[src/rtl/uart_mctl_router.sv]
module uart_mctl_router #(
  parameter int W = 8
) (
  input  logic         clk,
  input  logic         rst_n,
  input  logic         reg_we,
  input  logic [W-1:0] reg_wdata,
  output logic [W-1:0] reg_rdata,
  output logic         pin_txd,
  input  logic         pin_rxd,
  output logic         pin_dtr_n,
  output logic         pin_rts_n,
  output logic         pin_out1_n,
  output logic         pin_out2_n,
  input  logic         pin_dsr_n,
  input  logic         pin_cts_n,
  input  logic         pin_ri_n,
  input  logic         pin_dcd_n,
  input  logic         core_tx,
  output logic         core_rx,
  output logic         core_rx_en,
  output logic         core_dsr,
  output logic         core_cts,
  output logic         core_ri,
  output logic         core_dcd
);
  logic [W-1:0] ctl_q;
  logic         lb_local, lb_remote, lb_echo;

  always_ff @(posedge clk or negedge rst_n)
    if (!rst_n)      ctl_q <= '0;
    else if (reg_we) ctl_q <= reg_wdata;

  assign reg_rdata = ctl_q;

  assign lb_local  = ctl_q[4];
  assign lb_remote = !lb_local && (ctl_q[6:5] == 2'b01);
  assign lb_echo   = !lb_local && (ctl_q[6:5] == 2'b10);

  always_comb begin
    if (lb_local)                  pin_txd = 1'b1;
    else if (lb_remote || lb_echo) pin_txd = pin_rxd;
    else                           pin_txd = core_tx;
  end

  assign core_rx    = lb_local ? core_tx : pin_rxd;
  assign core_rx_en = !lb_remote;

  assign pin_dtr_n  = lb_local | ~ctl_q[0];
  assign pin_rts_n  = lb_local | ~ctl_q[1];
  assign pin_out1_n = lb_local | ~ctl_q[2];
  assign pin_out2_n = lb_local | ~ctl_q[3];

  assign core_dsr = lb_local ? ctl_q[0] : ~pin_dsr_n;
  assign core_cts = lb_local ? ctl_q[1] : ~pin_cts_n;
  assign core_ri  = lb_local ? ctl_q[2] : ~pin_ri_n;
  assign core_dcd = lb_local ? ctl_q[3] : ~pin_dcd_n;
endmodule


[config.mk]
export PLATFORM = sky130hd
export DESIGN_NAME = uart_mctl_router
export DESIGN_NICKNAME = d
export VERILOG_FILES = /design/src/rtl/uart_mctl_router.sv
export SDC_FILE = /design/constraint.sdc
export NUM_CORES = 1
export LEC_CHECK = 0
export CAP_MARGIN = 40
export CORE_UTILIZATION = 27
export DETAILED_ROUTE_END_ITERATION = 8
export HOLD_SLACK_MARGIN = 0.1
export PLACE_DENSITY_LB_ADDON = 0.12
export SLEW_MARGIN = 20
export SYNTH_ARGS = -nofsm -noshare
export SYNTH_HDL_FRONTEND = slang
export SYNTH_SLANG_ARGS = --single-unit
[constraint.sdc]
create_clock -name clk -period 0.9 [get_ports clk]
set_input_delay 0.18 -clock clk [delete_from_list [all_inputs] [get_ports clk]]
set_output_delay 0.18 -clock clk [all_outputs]
set_load 0.1 [all_outputs]
# Word-level counts from Yosys, hierarchy flattened
# Index checks and enable logic that the tools add are counted.
[word_totals] ramBits=0 mem_bits_ro=0 inputBits=17 output_inout_bits=19 regBits=8 latchBits=0 word_cells=27 mem_count=0
[op_classes] n_reduce_logical=5 mux=7 n_bitwise=12 n_eq_ne=2 n_mul=0 shift=0 n_addsub=0 div_mod_pow=0 order_cmp=0
[ops] op="inverter 1 bit" n=8
[ops] op="2-to-1 mux 1 bit" n=7
[ops] op="OR 1 bit" n=4
[ops] op="== test 2 x 1 -> 1 bit, second input constant" n=1
[ops] op="== test 2 bit, second input constant" n=1
[ops] op="logical AND 1 bit" n=2
[ops] op="zero test 1 bit" n=2
[ops] op="logical OR 1 bit" n=1

# Logic depth before layout (Yosys ltp)
# Gate-level depths: netlist (run 1).
[depth] depth_word=5 depth_mapped=3 depth_no_buf=2

# Worst setup path after synthesis (run 1)
# No wires, ideal clock.
[synth_timing] path_type="register to output" startpoint="reg ctl_q[4], in the netlist reg_rdata[4]" endpoint="out core_cts" n_path_buf=1 arrival_ns=2.854 t_required_ns=0.720 slack_ns=-2.134 stages_incl_launch_ff=3 cell_sequence="dfrtp_1 -> buf_4 -> mux2i_1"
[synth_between] elab_chain_len=1
[synth_rtl] item="from (decl)" line_no="27" text="logic [W-1:0] ctl_q;"
[synth_rtl] item="from (signal assigned)" line_no="32" text="else if (reg_we) ctl_q <= reg_wdata;"
[synth_rtl] item="2-to-1 mux 1 bit" line_no="55" text="assign core_cts = lb_local ? ctl_q[1] : ~pin_cts_n;"
[synth_rtl] item="to (decl)" line_no="23" text="output logic core_cts,"
# No other way between the ends.

# Worst setup path after layout (run 1)
[layout_timing] startpoint="reg ctl_q[6], in the netlist reg_rdata[6]" endpoint="out pin_txd"
[layout_between] elab_chain_len=5
[layout_rtl] item="== test 2 x 1 -> 1 bit / == test 2 bit (equally long branches)" line_no="37, 38"
[layout_rtl] item="logical AND 1 bit, on equally long branches" line_no="37, 38"
[layout_rtl] item="logical OR 1 bit *" line_no="42" text="else if (lb_remote || lb_echo) pin_txd = pin_rxd;"
[layout_rtl] item="2-to-1 mux 1 bit *" line_no="42"
[layout_rtl] item="2-to-1 mux 1 bit *" line_no="41" text="if (lb_local) pin_txd = 1'b1;"
[layout_rtl] item="to (decl)" line_no="9" text="output logic pin_txd,"
# Every way passes the cells marked *; elsewhere a longest branch is shown, timed or not.

==> impl_metrics.csv, run 1 <==
group,metric,value,unit
worst_setup_path,cp.depth,3,
place,dp_cells,101,
floorplan,ios,36,
synth,yosys.area.top_type,"dfrtp_1",
route,first_pass_iters,4,
clock_network,clock-root-buffer,"clkbuf_4",
route,post_drt_wl_per_cell,11.8,um
clock_network,path_clk_slew,0.05,ns
worst_setup_path,arrival,1.41,ns
final_layout,largest_reg_flops,8,
pwr,pwr-share-comb,66.4,%
synth,yosysWarnings,0,
synth,synth_top_area_share,46.2,%
timing,fin_skew,0,ns
timing,setup_viol,22,
clock_network,insertion_delay,0.25,ns
worst_setup_path,reg2reg_depth,3,
pwr,p_seq_share,21.6,%
synth,postSynth.asyncResetShare,100,%
synth,synth_cell_types,13,
worst_setup_path,endpoint,"pin_txd",
synth,synth_most_common_cell,"dfrtp_1",
final_layout,finalNonFillerCells,105,
global_route,grt_max_degree,9,
final_layout,n_fill_cell,74,
synth,synthFlopType,"dfrtp_1",
timing,finalSetupTns,-9.20,ns
floorplan,initial_utilization,28.7,%
pwr,total_power,0.00224,W
worst_setup_path,crit_path_start_kind,"register",
floorplan,rows,14,
worst_setup_path,reg2reg_to,"reg_rdata[4]",
floorplan,die_area,1770,sq um
worst_setup_path,crit_type,"register to primary output",
clock_network,clock-sinks,8,
final_layout,drive_gt1_share,69.7,%
global_route,antenna_found_initial,0,
synth,synth_edf_count,0,
place,gp_congestion,0.636,
run,cap_violations,0,
synth,synth_seq_cells,8,
synth,synth_area_leaders,"dfrtp_1, mux2i_1, mux2_2, mux2_4, nand2b_1",
timing,min_period,1.59,ns
final_layout,diodes,0,
pwr,p_clk_share,12.0,%
timing,worst_slack,-0.691,ns
clock_network,cts_max_level,1,
timing,max_slew_margin,75.8,%
worst_setup_path,crit_chain,"xnor2_4, mux2i_4, buf_12",
global_route,grt_pass1_vias,528,
route,route.detailed.drc,0,
clock_network,cts_made_buffers,3,
timing,tightest_slew,0.362,ns
clock_network,cts_tree,"built",
pwr,intPower,0.00121,W
timing,hold_violations,0,
floorplan,die_h,42.0,um
route,vias_per_cell,4.49,
worst_setup_path,cp_slowest_cell,"dfrtp_4",
final_layout,nets,108,
pwr,switchingPower,0.00104,W
pwr,p_leak,0.558,nW
synth,netlist_top_cells_count,"dfrtp_1, mux2i_1",
clock_network,cts.path.max_buffers,2,
pwr,ir_worst_vdd,0.00124,V
worst_setup_path,end_kind,"primary output",
global_route,grt_pass1_wl,2260,um
timing,rsz0062_at_grt,"yes",
place,io_buffers,35,
synth,synthCells,40,
worst_setup_path,critPathMaxFanout,3,
worst_setup_path,cp_num_buf_inv,1,
route,postRouteAntennaNets,0,
global_route,gr-total-overflow,0,
pwr,p_sw_share,46.2,%
worst_setup_path,critical_path.top_delay_family,"flip-flops",
final_layout,syn_to_final_growth,196,%
synth,synth_area_per_cell,10.8,sq um
pwr,p_per_area,1750,nW/um^2
worst_setup_path,rr_startpoint,"reg_rdata[4]",
floorplan,coreArea,1510,sq um
route,drtIter0Drc,6,
synth,synth_area,433,sq um
route,wl,1240,um
place,dpl.hpwl,1070,um
synth,syn_nets,57,
hold_path,min_path_type,"input pin to async pin",
timing,period_share,177,%
worst_setup_path,setup.worst_path.start,"reg_rdata[6]",
synth,ys_seq_area_share,46.2,%
worst_setup_path,regToRegSetupSlack,-0.25,ns
outcome,status,"complete, but fails checks",
worst_setup_path,critPathRequiredTime,0.72,ns
global_route,grt_use_total,17.0,%
timing,drv_slew,0,
outcome,violations,"negative setup slack",
floorplan,die_w,42.0,um
worst_setup_path,cp_slowest_stage_delay,0.50,ns
route,routed-via-count,471,
timing,fmax,628,MHz
-- how the worst min path moves through the flow --
| stage | end | slack, ns | cells after the start |
|---|---|---|---|
| after floorplan | reg_rdata[0] | -0.12 | 0 |
| after global placement | reg_rdata[7] | 0.49 | 1 |
| after detailed placement | reg_rdata[2] | 0.48 | 1 |
| after CTS | reg_rdata[2] | 0.21 | 1 |
| after global routing | reg_rdata[7] | 0.23 | 1 |
| final | reg_rdata[4] | 0.21 | 1 |
-- final cells by class --
type	instances	area [sq um]	share of cell area, %
Sequential cell	8	230	18.0
Inverter	4	25.0	1.95
Clock buffer	3	22.5	1.76
Multi-Input combinational cell	26	318	24.8
Tap cell	16	20.0	1.56
Timing Repair Buffer	48	667	52.0
-- metrics by stage --
stage	utilization (%)	instance area (sq um)	hold WS (ns)	worst slack, ns
2_1_floorplan	-	601	-0.116	-0.844
3_5_place_dp	81.0	1220	0.484	-0.428
4_1_cts	84.9	1280	0.209	-0.703
6_report	85.1	1280	0.205	-0.691
5_1_grt	85.1	1280	0.235	-0.727
3_3_place_gp	81.0	1220	0.487	-0.418
-- power by group through the flow --
stage | sequential (W) | clock [W] | combinational (W)
after detailed placement | 0.000486 | 0 | 0.00146
after CTS | 0.000485 | 0.000283 | 0.00149
final | 0.000483 | 0.000270 | 0.00149
after global routing | 0.000490 | 0.000297 | 0.00153
after global placement | 0.000484 | 0 | 0.00146
after floorplan | 0.000738 | 0 | 0.000649
-- per-layer routing --
| layer | wire length (um) | track usage (%) | vias to the layer above |
|---|---|---|---|
| met5 | 0 | 0 | - |
| met4 | 0 | 7.50 | 0 |
| met3 | 52 | 2.59 | 0 |
| met2 | 720 | 32.2 | 20 |
| met1 | 465 | 18.5 | 222 |
| li1 | - | - | 229 |
-- cells by family (layout without fill, tap and decap cells) --
logic type / count (synthesis) / in the layout / share of synthesized area (%)
xor+xnor: 1 / 1 / 2.02
flops: 8 / 8 / 46.2
mux: 10 / 10 / 26.3
compound gates: 4 / 4 / 4.62
buf+inv: 6 / 55 / 7.80
simple gates: 11 / 11 / 13.0
-- worst reg2reg max path: stages, from the launching register on --
cell	delay, ns
dfrtp_4	0.51
buf_8	0.15
buf_6	0.12
mux2_4	0.26
-- layout by cell type (no fill, tap or decap) --
cell,Yosys,final
clkdlybuf4s50_1,0,15
mux2_4,2,4
o21ai_1,0,4
or3b_1,1,1
dfrtp_4,0,8
buf_6,1,6
nor2_1,2,2
clkbuf_4,0,3
xnor2_4,0,1
buf_12,0,19
mux2_2,3,1
nand2_1,4,4
buf_8,0,1
nand2b_4,0,4
dlygate4sd2_1,0,1
buf_4,1,6
mux2i_4,0,5
inv_4,0,4
-- what timing repair did --
| action | in CTS | in global routing |
|---|---|---|
| setup endpoints to repair | 27 | 22 |
| gates resized for setup | 9 | 1 |
| hold buffers | 0 | 0 |
| gates cloned | 0 | 0 |
| pin swaps | 1 | 0 |
| buffers inserted | 1 | 0 |
Note: power is estimated with default switching activity, not from simulation.
==> inputs of run 2 (changes only) <==
--- a/config.mk
+++ b/config.mk
@@ -6,7 +6,9 @@
 export NUM_CORES = 1
 export LEC_CHECK = 0
 export CAP_MARGIN = 40
+export CORE_MARGIN = 2
 export CORE_UTILIZATION = 27
+export CTS_CLUSTER_SIZE = 12
 export DETAILED_ROUTE_END_ITERATION = 8
 export HOLD_SLACK_MARGIN = 0.1
 export PLACE_DENSITY_LB_ADDON = 0.12
==> run 2 against run 1 <==
Effect of this change:
- power rose by 2.7%
- critical path depth did not move
- flip-flop and latch count did not move
- largest cell class unchanged
- the flow still finishes with violations (negative setup slack)
- critical path type unchanged
- critical endpoint unchanged
==> impl_metrics.csv, run 2 (synthesized netlist as in run 1, its figures left out) <==
group,metric,value,unit
outcome,status,"complete, but fails checks",
outcome,violations,"negative setup slack",
route,route.detailed.drc,0,
global_route,grt_pass1_vias,568,
floorplan,initial_utilization,28.7,%
timing,worst_slack,-0.715,ns
pwr,pwr-share-comb,66.8,%
place,gp_congestion,0.662,
clock_network,path_clk_slew,0.05,ns
timing,hold_violations,0,
worst_setup_path,rr_startpoint,"reg_rdata[4]",
timing,worst_hold_slack,0.203,ns
timing,tightest_slew,0.374,ns
global_route,grt_pass1_wl,2530,um
pwr,p_clk_share,12.2,%
global_route,grt_use_total,18.3,%
timing,max_slew_margin,75.0,%
worst_setup_path,crit_path_start_kind,"register",
floorplan,ios,36,
worst_setup_path,crit_type,"register to primary output",
worst_setup_path,end_kind,"primary output",
pwr,total_power,0.00230,W
worst_setup_path,setup.worst_path.start,"reg_rdata[5]",
pwr,ir_worst_vdd,0.00128,V
global_route,antenna_found_initial,0,
worst_setup_path,critPathRequiredTime,0.72,ns
route,first_pass_iters,1,
run,cap_violations,0,
worst_setup_path,arrival,1.43,ns
final_layout,layout_common_cells,"buf_12, clkdlybuf4s50_1, buf_6",
timing,fmax,619,MHz
final_layout,syn_to_final_growth,207,%
clock_network,cts.path.max_buffers,2,
timing,setup_viol,22,
place,io_buffers,35,
route,vias_per_cell,4.66,
clock_network,cts_tree,"built",
clock_network,insertion_delay,0.26,ns
final_layout,drive_gt1_share,71.0,%
worst_setup_path,critPathMaxFanout,3,
clock_network,clock-root-buffer,"clkbuf_4",
pwr,intPower,0.00124,W
worst_setup_path,endpoint,"pin_txd",
clock_network,cts_max_level,1,
floorplan,die_h,44.0,um
pwr,p_leak,0.582,nW
floorplan,coreArea,1510,sq um
timing,finalSetupTns,-10.06,ns
timing,rsz0062_at_grt,"yes",
clock_network,postCtsHoldBufs,0,
floorplan,die_area,1940,sq um
final_layout,nets,112,
timing,fin_skew,0,ns
route,wl,1590,um
floorplan,rows,14,
global_route,grt_max_degree,9,
pwr,p_seq_share,21.1,%
pwr,p_sw_share,46.3,%
final_layout,layout_commonest_cell,"buf_12",
timing,drv_slew,0,
clock_network,clock-sinks,8,
place,dpl.hpwl,1120,um
global_route,gr-total-overflow,0,
pwr,switchingPower,0.00107,W
clock_network,cts_made_buffers,3,
place,place_ws,-0.444,ns
final_layout,largest_reg_flops,8,
worst_setup_path,reg2reg_depth,4,
worst_setup_path,regToRegSetupSlack,-0.37,ns
route,routed-via-count,508,
hold_path,min_path_type,"input pin to async pin",
route,postRouteAntennaNets,0,
timing,min_period,1.61,ns
route,drtIter0Drc,0,
final_layout,diodes,0,
worst_setup_path,reg2reg_to,"reg_rdata[4]",
floorplan,die_w,44.0,um
pwr,p_per_area,1730,nW/um^2
route,post_drt_wl_per_cell,14.6,um
timing,period_share,179,%
run 2: cell type report:
class                      count  area, sq um
clock buffer                   3         22.5
inverter                       4         25.0
multi-input combinational     26          318
tap                           16         20.0
fill                          69          179
timing repair buffer          52          712
sequential                     8          230
run 2: how the worst min path moves through the flow:
| stage | start | end | slack (ns) | cells past startpoint |
|---|---|---|---|---|
| after floorplan | rst_n | reg_rdata[0] | -0.12 | 0 |
| after global placement | rst_n | reg_rdata[7] | 0.48 | 1 |
| after detailed placement | rst_n | reg_rdata[7] | 0.48 | 1 |
| after CTS | rst_n | reg_rdata[7] | 0.20 | 1 |
| after global routing | rst_n | reg_rdata[7] | 0.23 | 1 |
| final | rst_n | reg_rdata[2] | 0.20 | 1 |
run 2: power by group through the flow:
stage	combinational (W)	sequential, W	clock (W)
finish	0.00154	0.000485	0.000280
global route	0.00158	0.000492	0.000312
CTS	0.00150	0.000485	0.000289
detailed placement	0.00147	0.000485	0
global placement	0.00146	0.000483	0
floorplan	0.000649	0.000738	0
run 2: per-layer routing:
metal / vias up / global-route usage, % / wire length (um)
met5: - / 0 / 0
met4: 0 / 7.27 / 44
met3: 5 / 4.08 / 87
met2: 24 / 35.9 / 927
met1: 240 / 18.1 / 531
li1: 239 / - / -
run 2: stage by stage:
step                      cells  instance area [sq um]  util, %
after floorplan              40                    601        -
after global placement      102                   1230     81.5
after detailed placement    102                   1230     81.5
after CTS                   106                   1290     85.6
after global routing        109                   1330     88.1
final                       109                   1330     88.1
run 2: repair_timing:
action | in CTS | in global routing
buffers inserted | 1 | 4
resized for setup | 10 | 5
setup endpoints to repair | 27 | 22
run 2: worst max-delay path, stage by stage (launching register included):
cell and delay, ns:
dfrtp_4 0.51, xnor2_4 0.20, mux2i_4 0.27, buf_12 0.19
==> inputs of run 3 (changes only) <==
--- a/config.mk
+++ b/config.mk
@@ -8,11 +8,11 @@
 export CAP_MARGIN = 40
 export CORE_MARGIN = 2
 export CORE_UTILIZATION = 27
+export CTS_CLUSTER_DIAMETER = 200
 export CTS_CLUSTER_SIZE = 12
 export DETAILED_ROUTE_END_ITERATION = 8
 export HOLD_SLACK_MARGIN = 0.1
 export PLACE_DENSITY_LB_ADDON = 0.12
-export SLEW_MARGIN = 20
 export SYNTH_ARGS = -nofsm -noshare
 export SYNTH_HDL_FRONTEND = slang
 export SYNTH_SLANG_ARGS = --single-unit
==> results of run 3 <==
No change in the layout: final DEF, timing and power equal those of run 2.
